File: src/rtl/tblu_pkg.sv
package tblu_pkg;
    localparam int PTR_W      = 22;
    localparam int ARITH_W    = 21;
    localparam int BYTE_W     = 8;
    localparam int HOLD_N     = 16;
    localparam int HOLD_IDX_W = $clog2(HOLD_N);
    localparam int BLK_LSB    = HOLD_IDX_W;
    localparam int ERASE_LSB  = 6;
    localparam int UPPER_W    = PTR_W - 2 * BYTE_W;

    typedef logic [PTR_W-1:0] ptr_t;

    typedef enum logic [2:0] {
        OP_NOP    = 3'd0,
        OP_READ   = 3'd1,
        OP_WRITE  = 3'd2,
        OP_COMMIT = 3'd3,
        OP_ERASE  = 3'd4
    } op_e;

    typedef enum logic [1:0] {
        UPD_KEEP     = 2'd0,
        UPD_POST_INC = 2'd1,
        UPD_POST_DEC = 2'd2,
        UPD_PRE_INC  = 2'd3
    } upd_e;

    typedef enum logic [1:0] {
        ST_IDLE,
        ST_READ,
        ST_PROG
    } st_e;

    typedef struct packed {
        ptr_t next;
        ptr_t access;
    } ptr_step_t;

    function automatic ptr_step_t ptr_step(ptr_t cur, upd_e mode);
        ptr_step_t r;
        logic [ARITH_W-1:0] up;
        logic [ARITH_W-1:0] dn;
        up = cur[ARITH_W-1:0] + ARITH_W'(1);
        dn = cur[ARITH_W-1:0] - ARITH_W'(1);
        r.next   = cur;
        r.access = cur;
        case (mode)
            UPD_POST_INC: r.next = {cur[PTR_W-1:ARITH_W], up};
            UPD_POST_DEC: r.next = {cur[PTR_W-1:ARITH_W], dn};
            UPD_PRE_INC: begin
                r.next   = {cur[PTR_W-1:ARITH_W], up};
                r.access = {cur[PTR_W-1:ARITH_W], up};
            end
            default: ;
        endcase
        return r;
    endfunction

    function automatic ptr_t align_down(ptr_t p, int lsb);
        return p & ~ptr_t'((1 << lsb) - 1);
    endfunction
endpackage

File: src/rtl/tblu_ptr.sv
module tblu_ptr
    import tblu_pkg::*;
(
    input  logic              clk,
    input  logic              rst,
    input  logic              busy,
    input  logic              sw_en,
    input  logic [1:0]        sw_sel,
    input  logic [BYTE_W-1:0] sw_data,
    input  logic              upd_en,
    input  upd_e              upd_mode,
    output ptr_t              ptr_q,
    output ptr_t              access_addr
);
    ptr_step_t step_s;

    always_comb begin
        step_s      = ptr_step(ptr_q, upd_mode);
        access_addr = step_s.access;
    end

    always_ff @(posedge clk) begin
        if (rst) begin
            ptr_q <= '0;
        end else if (upd_en) begin
            ptr_q <= step_s.next;
        end else if (sw_en) begin
            case (sw_sel)
                2'd0: ptr_q[BYTE_W-1:0]          <= sw_data;
                2'd1: ptr_q[2*BYTE_W-1:BYTE_W]   <= sw_data;
                2'd2: ptr_q[PTR_W-1:2*BYTE_W]    <= sw_data[UPPER_W-1:0];
                default: ;
            endcase
        end
    end

    assert_space_bit_kept_R4: assert property (@(posedge clk) disable iff (rst)
        upd_en |=> ptr_q[PTR_W-1] == $past(ptr_q[PTR_W-1]));

    assert_keep_mode_R3: assert property (@(posedge clk) disable iff (rst)
        (upd_en && upd_mode == UPD_KEEP) |=> $stable(ptr_q));

    assert_busy_freezes_ptr_R9: assert property (@(posedge clk) disable iff (rst)
        busy |=> $stable(ptr_q));
endmodule

File: src/rtl/tblu_hold.sv
module tblu_hold
    import tblu_pkg::*;
(
    input  logic                     clk,
    input  logic                     rst,
    input  logic                     wr_en,
    input  logic [HOLD_IDX_W-1:0]    wr_idx,
    input  logic [BYTE_W-1:0]        wr_data,
    output logic [HOLD_N*BYTE_W-1:0] bank_o
);
    logic [BYTE_W-1:0] regs [HOLD_N];

    for (genvar i = 0; i < HOLD_N; i++) begin : g_slot
        always_ff @(posedge clk) begin
            if (rst) begin
                regs[i] <= '1;
            end else if (wr_en && wr_idx == HOLD_IDX_W'(i)) begin
                regs[i] <= wr_data;
            end
        end
        assign bank_o[i*BYTE_W +: BYTE_W] = regs[i];
    end

    assert_slot_written_R6: assert property (@(posedge clk) disable iff (rst)
        wr_en |=> regs[$past(wr_idx)] == $past(wr_data));
endmodule

File: src/rtl/tblu_ctrl.sv
module tblu_ctrl
    import tblu_pkg::*;
(
    input  logic              clk,
    input  logic              rst,
    input  logic              cmd_valid,
    input  op_e               cmd_op,
    input  ptr_t              ptr_q,
    input  ptr_t              access_addr,
    input  logic              latch_we,
    input  logic [BYTE_W-1:0] latch_wdata,
    input  logic              rd_valid,
    input  logic [BYTE_W-1:0] rd_data,
    input  logic              pg_ack,
    output logic              accept,
    output logic              upd_en,
    output logic              busy,
    output logic              hold_we,
    output logic [HOLD_IDX_W-1:0] hold_idx,
    output logic [BYTE_W-1:0] latch_q,
    output logic              rd_req,
    output ptr_t              rd_addr,
    output logic              pg_req,
    output logic              pg_erase,
    output ptr_t              pg_addr
);
    st_e  state;
    logic known_op;

    always_comb begin
        known_op = (cmd_op == OP_READ) || (cmd_op == OP_WRITE) ||
                   (cmd_op == OP_COMMIT) || (cmd_op == OP_ERASE);
        busy     = (state != ST_IDLE);
        accept   = cmd_valid && !busy && known_op;
        upd_en   = accept && (cmd_op == OP_READ || cmd_op == OP_WRITE);
        hold_we  = accept && (cmd_op == OP_WRITE);
        hold_idx = access_addr[HOLD_IDX_W-1:0];
        rd_req   = (state == ST_READ);
        pg_req   = (state == ST_PROG);
    end

    always_ff @(posedge clk) begin
        if (rst) begin
            state    <= ST_IDLE;
            latch_q  <= '0;
            rd_addr  <= '0;
            pg_addr  <= '0;
            pg_erase <= 1'b0;
        end else begin
            case (state)
                ST_IDLE: begin
                    if (latch_we) latch_q <= latch_wdata;
                    if (accept) begin
                        case (cmd_op)
                            OP_READ: begin
                                state   <= ST_READ;
                                rd_addr <= access_addr;
                            end
                            OP_COMMIT: begin
                                state    <= ST_PROG;
                                pg_erase <= 1'b0;
                                pg_addr  <= align_down(ptr_q, BLK_LSB);
                            end
                            OP_ERASE: begin
                                state    <= ST_PROG;
                                pg_erase <= 1'b1;
                                pg_addr  <= align_down(ptr_q, ERASE_LSB);
                            end
                            default: ;
                        endcase
                    end
                end
                ST_READ: begin
                    if (rd_valid) begin
                        latch_q <= rd_data;
                        state   <= ST_IDLE;
                    end
                end
                ST_PROG: begin
                    if (pg_ack) state <= ST_IDLE;
                end
                default: state <= ST_IDLE;
            endcase
        end
    end

    assert_read_req_held_R5: assert property (@(posedge clk) disable iff (rst)
        (rd_req && !rd_valid) |=> rd_req && $stable(rd_addr));

    assert_read_capture_R5: assert property (@(posedge clk) disable iff (rst)
        (rd_req && rd_valid) |=> !busy && latch_q == $past(rd_data));

    assert_commit_aligned_R7: assert property (@(posedge clk) disable iff (rst)
        pg_req |-> pg_addr[BLK_LSB-1:0] == '0);

    assert_erase_aligned_R8: assert property (@(posedge clk) disable iff (rst)
        (pg_req && pg_erase) |-> pg_addr[ERASE_LSB-1:0] == '0);

    assert_prog_held_R7: assert property (@(posedge clk) disable iff (rst)
        (pg_req && !pg_ack) |=> pg_req && $stable(pg_addr) && $stable(pg_erase));

    assert_busy_latch_R9: assert property (@(posedge clk) disable iff (rst)
        (busy && !rd_valid) |=> $stable(latch_q));
endmodule

File: src/rtl/tblu_top.sv
module tblu_top
    import tblu_pkg::*;
(
    input  logic         clk,
    input  logic         rst,
    input  logic         sw_we,
    input  logic [1:0]   sw_sel,
    input  logic [7:0]   sw_data,
    input  logic         latch_we,
    input  logic [7:0]   latch_wdata,
    input  logic         cmd_valid,
    input  logic [2:0]   cmd_op,
    input  logic [1:0]   cmd_mode,
    output logic [21:0]  ptr_o,
    output logic [7:0]   latch_o,
    output logic         busy,
    output logic         rd_req,
    output logic [21:0]  rd_addr,
    input  logic         rd_valid,
    input  logic [7:0]   rd_data,
    output logic         pg_req,
    output logic         pg_erase,
    output logic [21:0]  pg_addr,
    output logic [127:0] pg_data,
    input  logic         pg_ack
);
    ptr_t                  ptr_q;
    ptr_t                  access_addr;
    logic                  accept;
    logic                  upd_en;
    logic                  hold_we;
    logic [HOLD_IDX_W-1:0] hold_idx;
    logic [BYTE_W-1:0]     latch_q;
    logic                  sw_en;

    assign sw_en = sw_we && !busy && !accept;

    tblu_ptr u_ptr (
        .clk         (clk),
        .rst         (rst),
        .busy        (busy),
        .sw_en       (sw_en),
        .sw_sel      (sw_sel),
        .sw_data     (sw_data),
        .upd_en      (upd_en),
        .upd_mode    (upd_e'(cmd_mode)),
        .ptr_q       (ptr_q),
        .access_addr (access_addr)
    );

    tblu_ctrl u_ctrl (
        .clk         (clk),
        .rst         (rst),
        .cmd_valid   (cmd_valid),
        .cmd_op      (op_e'(cmd_op)),
        .ptr_q       (ptr_q),
        .access_addr (access_addr),
        .latch_we    (latch_we),
        .latch_wdata (latch_wdata),
        .rd_valid    (rd_valid),
        .rd_data     (rd_data),
        .pg_ack      (pg_ack),
        .accept      (accept),
        .upd_en      (upd_en),
        .busy        (busy),
        .hold_we     (hold_we),
        .hold_idx    (hold_idx),
        .latch_q     (latch_q),
        .rd_req      (rd_req),
        .rd_addr     (rd_addr),
        .pg_req      (pg_req),
        .pg_erase    (pg_erase),
        .pg_addr     (pg_addr)
    );

    tblu_hold u_hold (
        .clk     (clk),
        .rst     (rst),
        .wr_en   (hold_we),
        .wr_idx  (hold_idx),
        .wr_data (latch_q),
        .bank_o  (pg_data)
    );

    assign ptr_o   = ptr_q;
    assign latch_o = latch_q;
endmodule

File: config.mk
export PLATFORM = sky130hd
export DESIGN_NAME = tblu_top
export DESIGN_NICKNAME = d
export VERILOG_FILES = /design/src/rtl/tblu_pkg.sv /design/src/rtl/tblu_ptr.sv /design/src/rtl/tblu_hold.sv /design/src/rtl/tblu_ctrl.sv /design/src/rtl/tblu_top.sv
export SDC_FILE = /design/constraint.sdc
export NUM_CORES = 1
export LEC_CHECK = 0
export BUFFER_PORTS_ARGS = -buffer_cell sky130_fd_sc_hd__buf_2
export CAP_MARGIN = 0
export CORE_MARGIN = 3
export CORE_UTILIZATION = 50
export CTS_BUF_LIST = sky130_fd_sc_hd__clkbuf_16
export DETAILED_ROUTE_END_ITERATION = 6
export PLACE_DENSITY = 0.81
export SLEW_MARGIN = 20
export SYNTH_ARGS = -nofsm -noshare
export SYNTH_HDL_FRONTEND = slang
export SYNTH_HIERARCHICAL = 1
export SYNTH_SLANG_ARGS = --single-unit
File: constraint.sdc
create_clock -name clk -period 4.2 [get_ports clk]
set_clock_uncertainty 0.2 [all_clocks]
set_input_delay 0.63 -clock clk [delete_from_list [all_inputs] [get_ports clk]]
set_output_delay 0.63 -clock clk [all_outputs]
set_load 0.01 [all_outputs]
==> metrics <==
most common cell in the netlist=nand2_1; Commonest cells post-synth=233 x nand2_1, 128 x edfxtp_1, 73 x dfxtp_1; clock power share=39.3%; detailed route wirelength on metal2=about 13 mm; Post-synth EDFFs=128; clk sinks=between 200 and 250; total global-route track usage=approximately 26%; IO buf count=between 200 and 250; highest routed layer=met5; Die Ht=~150 um; Post-layout nets=roughly 1200; hold buffers post-CTS=0; initial antenna violation count=2; vias per cell=between 5 and 6; r2r setup slk=approximately 0.95 ns; Setup Crit Path Kind=in -> reg; root buffer cell=clkbuf_16; Post-Route WL=27.94 mm; mean area per synthesized cell=approximately 10 um^2; Critical Path RT=around 4 ns; post-synth top area share=between 30 and 40%; Worst Hold Class=in -> reg; area leader, netlist=edfxtp_1; cells on worst reg2reg path=5; # IOs=between 200 and 250; sequential cell area=around 5300 um^2; initial core utilization=roughly 51%; DP Wirelength=between 15 and 20 mm; post-synthesis sequential area ratio=a little over half; maximum clock rate=298.2 MHz; CTS tree=done; first-pass GRT wire length=roughly 44 mm; vias=8048; crit end category=register; fin crit share=79.83%; gr ovfl total=0; # Max-Cap Violations=0; worst skew pair latency=slightly below 0.5 ns; #FFs+latches synth=around 200; Placer Congestion=about 0.97; area of the multi-input gates=roughly 3800 um^2; DRT iter0 DRCs=~1000; Final Hold Fails=0; Leakage=between 3 and 4 nW; Reg power frac=~49%; post-CTS setup buffers=0; post-cts sizing count=0; fin cells=about 1400; Mapped Area=roughly 9700 um^2; minimum clock period=between 3 and 4 ns; Die W=145 um; vias in the first global route=~7700; Die ar.=about 21000 um^2; Slew Limit Fails=0; R2R Path Start=u_ptr/ptr_q[1]; PD cells=approximately 380 nW/um^2; peak fanout along the critical path=22; Metal-1 WL=between 10 and 15 mm; placed cells=around 1400; clock slew at reported path FFs=approximately 0.070 ns; Pint=approximately 3.3 mW; sw power=between 1 and 1.5 mW; utilization after layout=between 60% and 70%; Clock Tree Buf Depth=3; Slew HR=between 30% and 40%; CTS buffer count=21; Wirelength per Cell=just under 20 um; DRC violations left=0; synth top area cells=edfxtp_1 40%, dfxtp_1 15%, nand2_1 9.1%; Cells after Synth=~930; Antenna Nets Post-Route=0; share of cells above drive strength 1=between 20% and 30%; # rows=50; Synth Warn #=6; CP Launch Type=primary input; Worst Hold End=u_ptr/ptr_q[6]; Worst Hold Launch=sw_data[6]; Logic pwr share=~11%; Area Overhead vs Synth=19.31%; endpoints failing setup=0; Switching Share=25.97%; fill count=approximately 1500; critical path arrival=between 3 and 4 ns; ys flop type=edfxtp_1; Least-Margin Pin Slew=between 0.9 and 1 ns; hold-critical path depth=3; RSZ-0062 raised after global routing=false; Netlist cell types=74; Async S/R FF share, synth=0%; final worst setup slack=approximately 0.85 ns; drt pass-1 iters=5; Crit Reg-Reg Endpoint=u_hold/regs[1][39]; largest net degree at the start of global routing=between 60 and 70; post-place setup slack=~0.38 ns; setup TNS=0 ns; outcome=completed; core area=about 19000 um^2; met3 wire len=roughly 2.7 mm; H-tree Lvls=1; Peak VDD IR=between 0.2 and 0.3 mV
[per-stage QoR]
step | hold slack, ns | instance area [um^2] | power (mW)
2_1_floorplan | 0.2511 | 9672 | 2.557
5_1_grt | 0.2589 | 11530 | 4.572
4_1_cts | 0.2392 | 11520 | 4.429
6_report | 0.2532 | 11530 | 4.423
3_5_place_dp | 0.2439 | 10880 | 2.711
3_3_place_gp | 0.2406 | 10880 | 2.700
[registers in the layout, summed over array words and instances, names as in the netlist]
name             flops
u_ctrl/rd_addr      22
u_ctrl/pg_addr      18
u_ptr/ptr_q         22
u_ctrl/state         2
u_ctrl/latch_q       8
u_hold/regs        128
u_ctrl/pg_erase      1
[power by group through the flow]
stage	clock network, mW	logic, mW	registers, mW
detailed placement	0	0.487	2.22
finish	1.74	0.502	2.18
CTS	1.76	0.489	2.18
global route	1.84	0.544	2.19
global placement	0	0.477	2.22
floorplan	0	0.358	2.20
[placed cells by master, fill, tap and decap left out, types with 10 or more instances in the layout]
cell,netlist,final
dfxtp_1,73,73
clkbuf_16,0,21
buf_2,6,239
nor3_1,29,29
nand4_1,11,11
nand2_1,233,233
buf_4,11,24
edfxtp_1,128,128
nor2_1,27,27
nor2b_1,10,10
nor3b_1,17,17
mux2i_1,53,53
a21oi_1,30,30
o21bai_1,13,13
nand3_1,25,25
xnor2_1,23,22
inv_1,11,13
o21ai_0,16,15
[area by class of cell]
class / instances / area share (%)
sequential: 201 / 46.03
timing repair buffer: 263 / 11.94
clock inverter: 17 / 1.020
multi-input combinational: 639 / 33.22
clock buffer: 21 / 4.559
antenna: 1 / 0.02171
inverter: 12 / 0.3908
tap: 260 / 2.822
[worst max-delay path by stage]
| stage | startpoint | to | slack [ns] | cells past startpoint |
|---|---|---|---|---|
| 5_1_grt | cmd_mode[0] | u_hold/regs[1][39] | 0.54 | 6 |
| 3_3_place_gp | cmd_mode[0] | u_hold/regs[1][7] | 0.56 | 6 |
| 4_1_cts | cmd_mode[0] | u_hold/regs[1][39] | 0.91 | 6 |
| 2_1_floorplan | cmd_mode[0] | u_hold/regs[0][56] | 1.08 | 10 |
| 3_5_place_dp | cmd_mode[0] | u_hold/regs[1][37] | 0.38 | 6 |
| 6_report | cmd_mode[0] | u_hold/regs[1][39] | 0.85 | 6 |
[cells by family (layout without fill, tap and decap cells)]
| family | after synthesis | in the layout | share of synthesized area [%] |
|---|---|---|---|
| mux | 54 | 54 | 5.608 |
| compound gates | 124 | 124 | 8.924 |
| buf+inv | 95 | 313 | 5.763 |
| other cells | 1 | 5 | 0.03882 |
| simple gates | 425 | 425 | 21.77 |
| flops | 201 | 201 | 54.92 |
| xor+xnor | 30 | 30 | 2.720 |
| fa+ha+maj | 2 | 2 | 0.2590 |
[per-layer routing]
layer  track usage (%)  vias to the layer above
li1                  -                     3722
met1             33.84                     3773
met2             40.87                      474
met3             6.215                       77
met4             10.45                        2
met5                 0                        -
[worst max-delay path: stages]
cell and delay, ns:
buf_2 0.32, and2_1 0.53, nand3_1 0.18, xnor2_1 0.63, nand3_1 0.29, o21bai_1 0.69
Note: power is estimated with default switching activity, not from simulation.
